--- src/rtl/hyp_dbg_trap_ctl.sv ---
module hyp_dbg_trap_ctl #(
  parameter int NUM_CNT = 4
) (
  input  logic        clk,
  input  logic        rst_n,
  input  logic        cur_hyp,
  input  logic        mon_ns,
  input  logic        cfg_wr_en,
  input  logic        cfg_rd_en,
  input  logic [31:0] cfg_wdata,
  output logic [31:0] cfg_rdata,
  input  logic        req_valid,
  input  logic [2:0]  req_class,
  input  logic        req_ns,
  input  logic [1:0]  req_pl,
  input  logic        req_user_en,
  input  logic [4:0]  req_idx,
  output logic        trap_o,
  output logic        cnt_ok_o
);
  localparam int          IW   = 5;
  localparam logic [IW-1:0] NCNT = IW'(NUM_CNT);
  localparam logic [2:0]  C_ROM = 3'd0, C_OS = 3'd1, C_DBG = 3'd2, C_EXC = 3'd3,
                          C_PMU = 3'd4, C_PMCR = 3'd5, C_CNT = 3'd6;

  logic [11:0]   ctl_q;
  logic [11:0]   ctl_d;
  logic [3:0]    trp_w;
  logic [IW-1:0] thr_w;
  logic          acc_ok, guest, idx_lo, idx_in, trap_c, cnt_c;

  assign acc_ok = cur_hyp | mon_ns;

  assign trp_w = {cfg_wdata[11] | cfg_wdata[9] | cfg_wdata[8],
                  cfg_wdata[10] | cfg_wdata[9] | cfg_wdata[8],
                  cfg_wdata[9]  | cfg_wdata[8],
                  cfg_wdata[8]};
  assign thr_w = (cfg_wdata[4:0] > NCNT) ? NCNT : cfg_wdata[4:0];
  assign ctl_d = {trp_w, cfg_wdata[7:5], thr_w};

  always_ff @(posedge clk or negedge rst_n) begin
    if (!rst_n)                   ctl_q <= {7'b0, NCNT};
    else if (cfg_wr_en && acc_ok) ctl_q <= ctl_d;
  end

  assign cfg_rdata = (cfg_rd_en && acc_ok) ? {20'b0, ctl_q} : 32'b0;

  assign guest  = req_ns && (req_pl < 2'd2);
  assign idx_lo = req_idx < ctl_q[4:0];
  assign idx_in = req_idx < NCNT;

  always_comb begin
    unique case (req_class)
      C_ROM:   trap_c = ctl_q[11];
      C_OS:    trap_c = ctl_q[10];
      C_DBG:   trap_c = ctl_q[9];
      C_EXC:   trap_c = ctl_q[8];
      C_PMU:   trap_c = ctl_q[6];
      C_PMCR:  trap_c = ctl_q[6] | ctl_q[5];
      C_CNT:   trap_c = ctl_q[6];
      default: trap_c = 1'b0;
    endcase
    trap_c = trap_c & guest;
  end

  always_comb begin
    if (!req_ns)            cnt_c = idx_in;
    else if (req_pl >= 2'd2) cnt_c = idx_in && (idx_lo || ctl_q[7]);
    else                    cnt_c = idx_lo && (req_pl == 2'd1 || req_user_en);
  end

  always_ff @(posedge clk or negedge rst_n) begin
    if (!rst_n) begin
      trap_o   <= 1'b0;
      cnt_ok_o <= 1'b0;
    end else begin
      trap_o   <= req_valid && trap_c;
      cnt_ok_o <= req_valid && (req_class == C_CNT) && cnt_c;
    end
  end
endmodule


--- config.mk ---
export PLATFORM = sky130hd
export DESIGN_NAME = hyp_dbg_trap_ctl
export DESIGN_NICKNAME = d
export VERILOG_FILES = /design/src/rtl/hyp_dbg_trap_ctl.sv
export SDC_FILE = /design/constraint.sdc
export NUM_CORES = 1
export LEC_CHECK = 0
export CORE_ASPECT_RATIO = 0.7
export CORE_UTILIZATION = 32
export DETAILED_ROUTE_END_ITERATION = 10
export PLACE_DENSITY = 0.81
export SLEW_MARGIN = 0
export SYNTH_ARGS = -nofsm -noshare
export SYNTH_HDL_FRONTEND = slang
export SYNTH_SLANG_ARGS = --single-unit
--- constraint.sdc ---
create_clock -name clk -period 1.5 [get_ports clk]
set_input_delay 0.45 -clock clk [delete_from_list [all_inputs] [get_ports clk]]
set_output_delay 0.45 -clock clk [all_outputs]
set_load 0.005 [all_outputs]
---- After elaboration in Yosys (flattened, before gate mapping) ----
Cells that the tools add are included.
cells by class
  order comparisons ....................... 5
  equality and inequality tests ........... 7
  mux-type cells .......................... 5
  bitwise operators ....................... 8
  reductions and logical operators ........ 12
operators by type and width
  kind                                                  count
  two-way mux 12 bit                                    1
  equality test 3 bit (second input constant)           3
  logical AND 1 bit                                     8
  bitwise OR 1 bit                                      7
  equality test 3 x 2 -> 1 bit (second input constant)  2
  one-hot mux 1 bit (6 select lines)                    1
  > comparator 5 x 3 -> 1 bit (second input constant)   1
  < comparator 5 x 3 -> 1 bit (second input constant)   1
  < comparator 5 bit                                    1
  two-way mux 5 bit                                     1
  equality test 3 x 1 -> 1 bit (second input constant)  1
  logical NOT 3 bit                                     1
  equality test 2 x 1 -> 1 bit (second input constant)  1
  >= comparator 2 bit (second input constant)           1
  logical OR 1 bit                                      2
  < comparator 2 bit (second input constant)            1
  two-way mux 1 bit                                     2
  OR reduction 2 bit                                    1
  AND 1 bit                                             1
storage, ports and cells
  register bits ........................... 14
  bits of input ports ..................... 51
  output and inout bits ................... 34
  logic and storage cells ................. 40

---- Depth between registers and ports, before layout ----
Gate-level depths: netlist (run 1).
  word-level depth ........................ 6
  gate-level depth with buffers ........... 5
  mapped depth without buffers ............ 5

---- Least setup slack after synthesis (run 1) ----
Ideal clock, no wire load.
  kind .................................... input to output
  start point ............................. input port mon_ns
  end point ............................... output port cfg_rdata[0]
  data arrival time ....................... 0.925 ns
  slack ................................... 0.125 ns
  stages .................................. 3
  path buffers ............................ 1
  cell sequence ........................... o21a_1 > clkbuf_2 > and2_1
on the way
  word-level cells in the longest chain between the ends .. 3
RTL lines
  element             RTL line  text
  start: declaration  7         input logic mon_ns,
  bitwise OR 1 bit    32        assign acc_ok = cur_hyp | mon_ns;
  logical AND 1 bit   46        assign cfg_rdata = (cfg_rd_en && acc_ok) ? {20'b0, ctl_q} : 32'b0;
  two-way mux 12 bit  46
  end: declaration    11        output logic [31:0] cfg_rdata,
Every way passes these cells.

---- Worst setup path in the final report (run 1) ----
  start point ............................. input port mon_ns
  end point ............................... output port cfg_rdata[8]
The elaborated chain is that of the path after synthesis.

==> impl_metrics.json, run 1 <==
{
  "routed_wire_length_per_instance_um": 12.3,
  "grt_max_degree": 15,
  "multiInputGateArea_um2": 591,
  "clkSinkCount": 14,
  "clk_root_buffer_cell": "clkbuf_8",
  "post-dp-hpwl_um": 1880,
  "required_ns": 1.05,
  "clock_latency_ns": 0.25,
  "cell_count_final_fillers_out": 195,
  "clockPowerShare_pct": 32.9,
  "insertedDiodeCount": 0,
  "clock-skew-final_ns": 0.00192,
  "placeable_core_area_um2": 2860,
  "synth_seq_cells": 14,
  "number_of_instances_in_the_synthesized_netlist": 99,
  "ff_latch_area_um2": 352,
  "finish.net_count": 215,
  "syn-mean-instance-area_um2": 10.0,
  "share_of_power_burned_in_registers_pct": 38.3,
  "post-route-worst-setup-slack_ns": -0.201,
  "yosys_warnings": 0,
  "via_per_inst": 4.36,
  "routability_congestion": 0.785,
  "xor_xnor_share_of_the_synthesized_area_pct": 0,
  "worst-r2r-setup-slack_ns": 0.09,
  "syn2layout_area_growth_pct": 64.9,
  "die_h_um": 48.5,
  "critPathSlowestCell": "o21a_1",
  "number_of_failing_setup_endpoints_in_the_final_timing_report": 12,
  "antenna_left": 0,
  "failed_checks": "setup timing",
  "portBuffers": 44,
  "grt_overflow_total": 0,
  "sw_share_pct": 25.2,
  "wirelength_um": 2400,
  "p_per_area_nw_per_um2": 690,
  "first_iter_violations": 11,
  "tritoncts": "done",
  "dieArea_um2": 3320,
  "post-route-min-period_ns": 1.70,
  "critical_path.most_common_cell": "buf_6",
  "dr_total_vias": 850,
  "fp.dieW_um": 68.5,
  "synth_fa_ha_area_share_pct": 5.06,
  "synth_compound_gate_area_share_pct": 15.7,
  "gr-usage-all-layers_pct": 14.5,
  "postPlaceCellArea_um2": 1470,
  "placement_rows": 16,
  "num_io_pins": 85,
  "worst-r2r-cell-count": 5,
  "numPlacedInstances": 188,
  "cts_hold_repair.buffers": 0,
  "cts.path.max_buffers": 2,
  "finish.utilization_pct": 57.0,
  "syn-cell-area_um2": 990,
  "initial_antenna_violation_count": 0,
  "synthMuxAreaShare_pct": 7.59,
  "max_clock_freq_mhz": 588,
  "hold_path.class": "primary input to async pin",
  "switching_power_uw": 283,
  "crit_chain": "buf_6, o21a_1, buf_6, buf_6, and2_4, buf_6",
  "fillers": 254,
  "rsz_0062_raised_after_global_routing": "yes",
  "drive_gt1_share_pct": 35.2,
  "internal_power_uw": 843,
  "post_synth_and_or_nand_nor_area_fraction_pct": 17.4,
  "crit-reg2reg-capture": "cnt_ok_o",
  "setup.worst_path.class": "primary input to output port",
  "ys_types": 28,
  "initial_utilization_pct": 34.6,
  "critical_path.reg2reg.startpoint": "ctl_q[2]",
  "power.ir.vdd_worst_uv": 359,
  "run_status": "finished with violations",
  "cts-buffers-inserted": 3,
  "clkSlewWorstSetupHoldPaths_ns": 0.06,
  "first_drt_pass_iteration_count": 2,
  "main_combinational_cell_family_by_area_after_synthesis": "buffers and inverters",
  "finalHoldWorstSlack_ns": 0.510,
  "cp_slowest_stage_delay_ns": 0.21,
  "final-hold-violation-count": 0,
  "grt_first_pass_wirelength_um": 3550,
  "cp-end-kind": "output port",
  "synth_seq_area_share_pct": 35.5,
  "combinationalPowerShare_pct": 28.8,
  "critical_path.max_fanout": 3,
  "total_power_mw": 1.13,
  "leakage_nw": 0.790,
  "vias_in_the_first_global_route": 838,
  "htree_num_levels": 1,
  "report.final.slew_viol_count": 0,
  "timing.final.crit_share_pct": 113,
  "max-cap-violations": 0,
  "drcViolationCount": 0,
  "critPathLaunchType": "primary input",
  "worst-endpoint-arrival_ns": 1.25,
  "final_cell_area_um2": 1630
}
[worst max-delay path by stage]
| stage | start | to | slack, ns | depth (start not counted) |
|---|---|---|---|---|
| floorplan | mon_ns | cfg_rdata[0] | 0.12 | 3 |
| global placement | mon_ns | cfg_rdata[4] | -0.77 | 5 |
| detailed placement | mon_ns | cfg_rdata[2] | -0.82 | 5 |
| CTS | cur_hyp | cfg_rdata[8] | -0.19 | 6 |
| global route | mon_ns | cfg_rdata[8] | -0.21 | 6 |
| finish | mon_ns | cfg_rdata[8] | -0.20 | 6 |
[Yosys cell counts]
| library cell | n | area [um^2] |
|---|---|---|
| o21a_1 | 2 | 15.0 |
| nand3b_1 | 1 | 7.51 |
| ha_1 | 4 | 50.1 |
| a311oi_1 | 1 | 8.76 |
| a22o_1 | 2 | 17.5 |
| dfrtp_1 | 13 | 325 |
| clkbuf_2 | 1 | 5.00 |
| nor4_2 | 1 | 12.5 |
| a21boi_1 | 1 | 7.51 |
| nor2_1 | 3 | 11.3 |
| nand2_1 | 5 | 18.8 |
| o21ai_1 | 3 | 15.0 |
| a2111oi_2 | 1 | 15.0 |
| mux2i_1 | 3 | 30.0 |
| or3_1 | 1 | 6.26 |
| nand2b_1 | 3 | 18.8 |
| conb_1 | 1 | 3.75 |
| mux2_2 | 4 | 45.0 |
| o211a_1 | 2 | 20.0 |
| o211ai_1 | 1 | 7.51 |
| dfstp_2 | 1 | 26.3 |
| and2_1 | 14 | 87.6 |
| inv_1 | 5 | 18.8 |
| nor3_1 | 2 | 10.0 |
| buf_4 | 21 | 158 |
| o21ai_4 | 1 | 16.3 |
| a2111oi_4 | 1 | 27.5 |
| a21oi_1 | 1 | 5.00 |
[placed cells by master (no fill, tap or decap)]
cell type / n
a311oi_1: 1
o211a_1: 2
mux2_2: 4
mux2i_1: 3
nand3b_1: 1
a2111oi_4: 2
o21ai_4: 1
and2_1: 4
dfrtp_1: 13
dlymetal6s2s_1: 2
clkbuf_8: 4
ha_1: 3
o21ai_1: 3
conb_1: 20
a22o_1: 2
nand2b_1: 3
buf_6: 16
o211ai_1: 1
buf_4: 11
nor3_1: 2
or3_1: 1
clkdlybuf4s50_1: 25
ha_4: 1
inv_2: 1
o21a_1: 2
nand2_1: 5
dfstp_2: 1
buf_2: 2
nor2_1: 3
clkbuf_2: 1
and2_4: 10
a21boi_2: 1
a21oi_1: 1
nor4_4: 1
inv_1: 4
dlygate4sd2_1: 2
[final cells by class]
cell class / count / share of cell area [%]
tap: 36 / 2.76
timing repair buffer: 59 / 35.0
inverter: 5 / 1.15
multi-input combinational: 77 / 36.2
clock buffer: 4 / 3.37
sequential: 14 / 21.5
[timing repair]
action	in CTS	in global routing
endpoints found under the setup margin	19	15
resized for setup	77	16
buffers inserted	2	1
pin swaps	10	5
endpoints found under the hold margin	0	0
gates cloned	0	0
[registers in the layout (all words and copies together) (netlist names)]
| register | flops |
|---|---|
| trap_o | 1 |
| ctl_q | 12 |
| cnt_ok_o | 1 |
[cell families after synthesis]
kind of cell	after synthesis
and+or+nand+nor	30
buffers and inverters	27
AOI/OAI and AO/OA	16
DFF	14
muxes	7
adders and majority gates	4
other	1
[routing by layer]
layer | up-vias | track usage [%] | share of wire [%]
li1 | 416 | - | -
met1 | 395 | 16.1 | 39
met3 | 5 | 5.19 | 7.5
met5 | - | 0 | 0
met2 | 34 | 25.5 | 52
met4 | 0 | 4.17 | 1.3
[power groups by stage]
stage	Combinational [mW]	Sequential [mW]	Clock [mW]
global placement	0.280	0.433	0
global route	0.351	0.436	0.399
CTS	0.297	0.430	0.377
detailed placement	0.288	0.435	0
finish	0.324	0.431	0.371
floorplan	0.150	0.429	0
[per-stage QoR]
stage | setup slack [ns] | TNS (ns)
floorplan | 0.125 | 0
global placement | -0.767 | -11.94
detailed placement | -0.820 | -12.79
CTS | -0.186 | -1.82
global route | -0.213 | -2.18
finish | -0.201 | -1.97
[critical path, delay by kind of cell]
kind	cells	cell delay, ns
buf+inv	4	0.44
compound gates	1	0.21
simple gates	1	0.15
No activity file was read; power rests on OpenSTA's default activity.
==> inputs of run 2 (changes only) <==
--- a/config.mk
+++ b/config.mk
@@ -5,6 +5,7 @@
 export SDC_FILE = /design/constraint.sdc
 export NUM_CORES = 1
 export LEC_CHECK = 0
+export CAP_MARGIN = 40
 export CORE_ASPECT_RATIO = 0.7
 export CORE_UTILIZATION = 32
 export DETAILED_ROUTE_END_ITERATION = 10
==> results of run 2 <==
Final layout, timing and power as in run 1 (identical DEF).
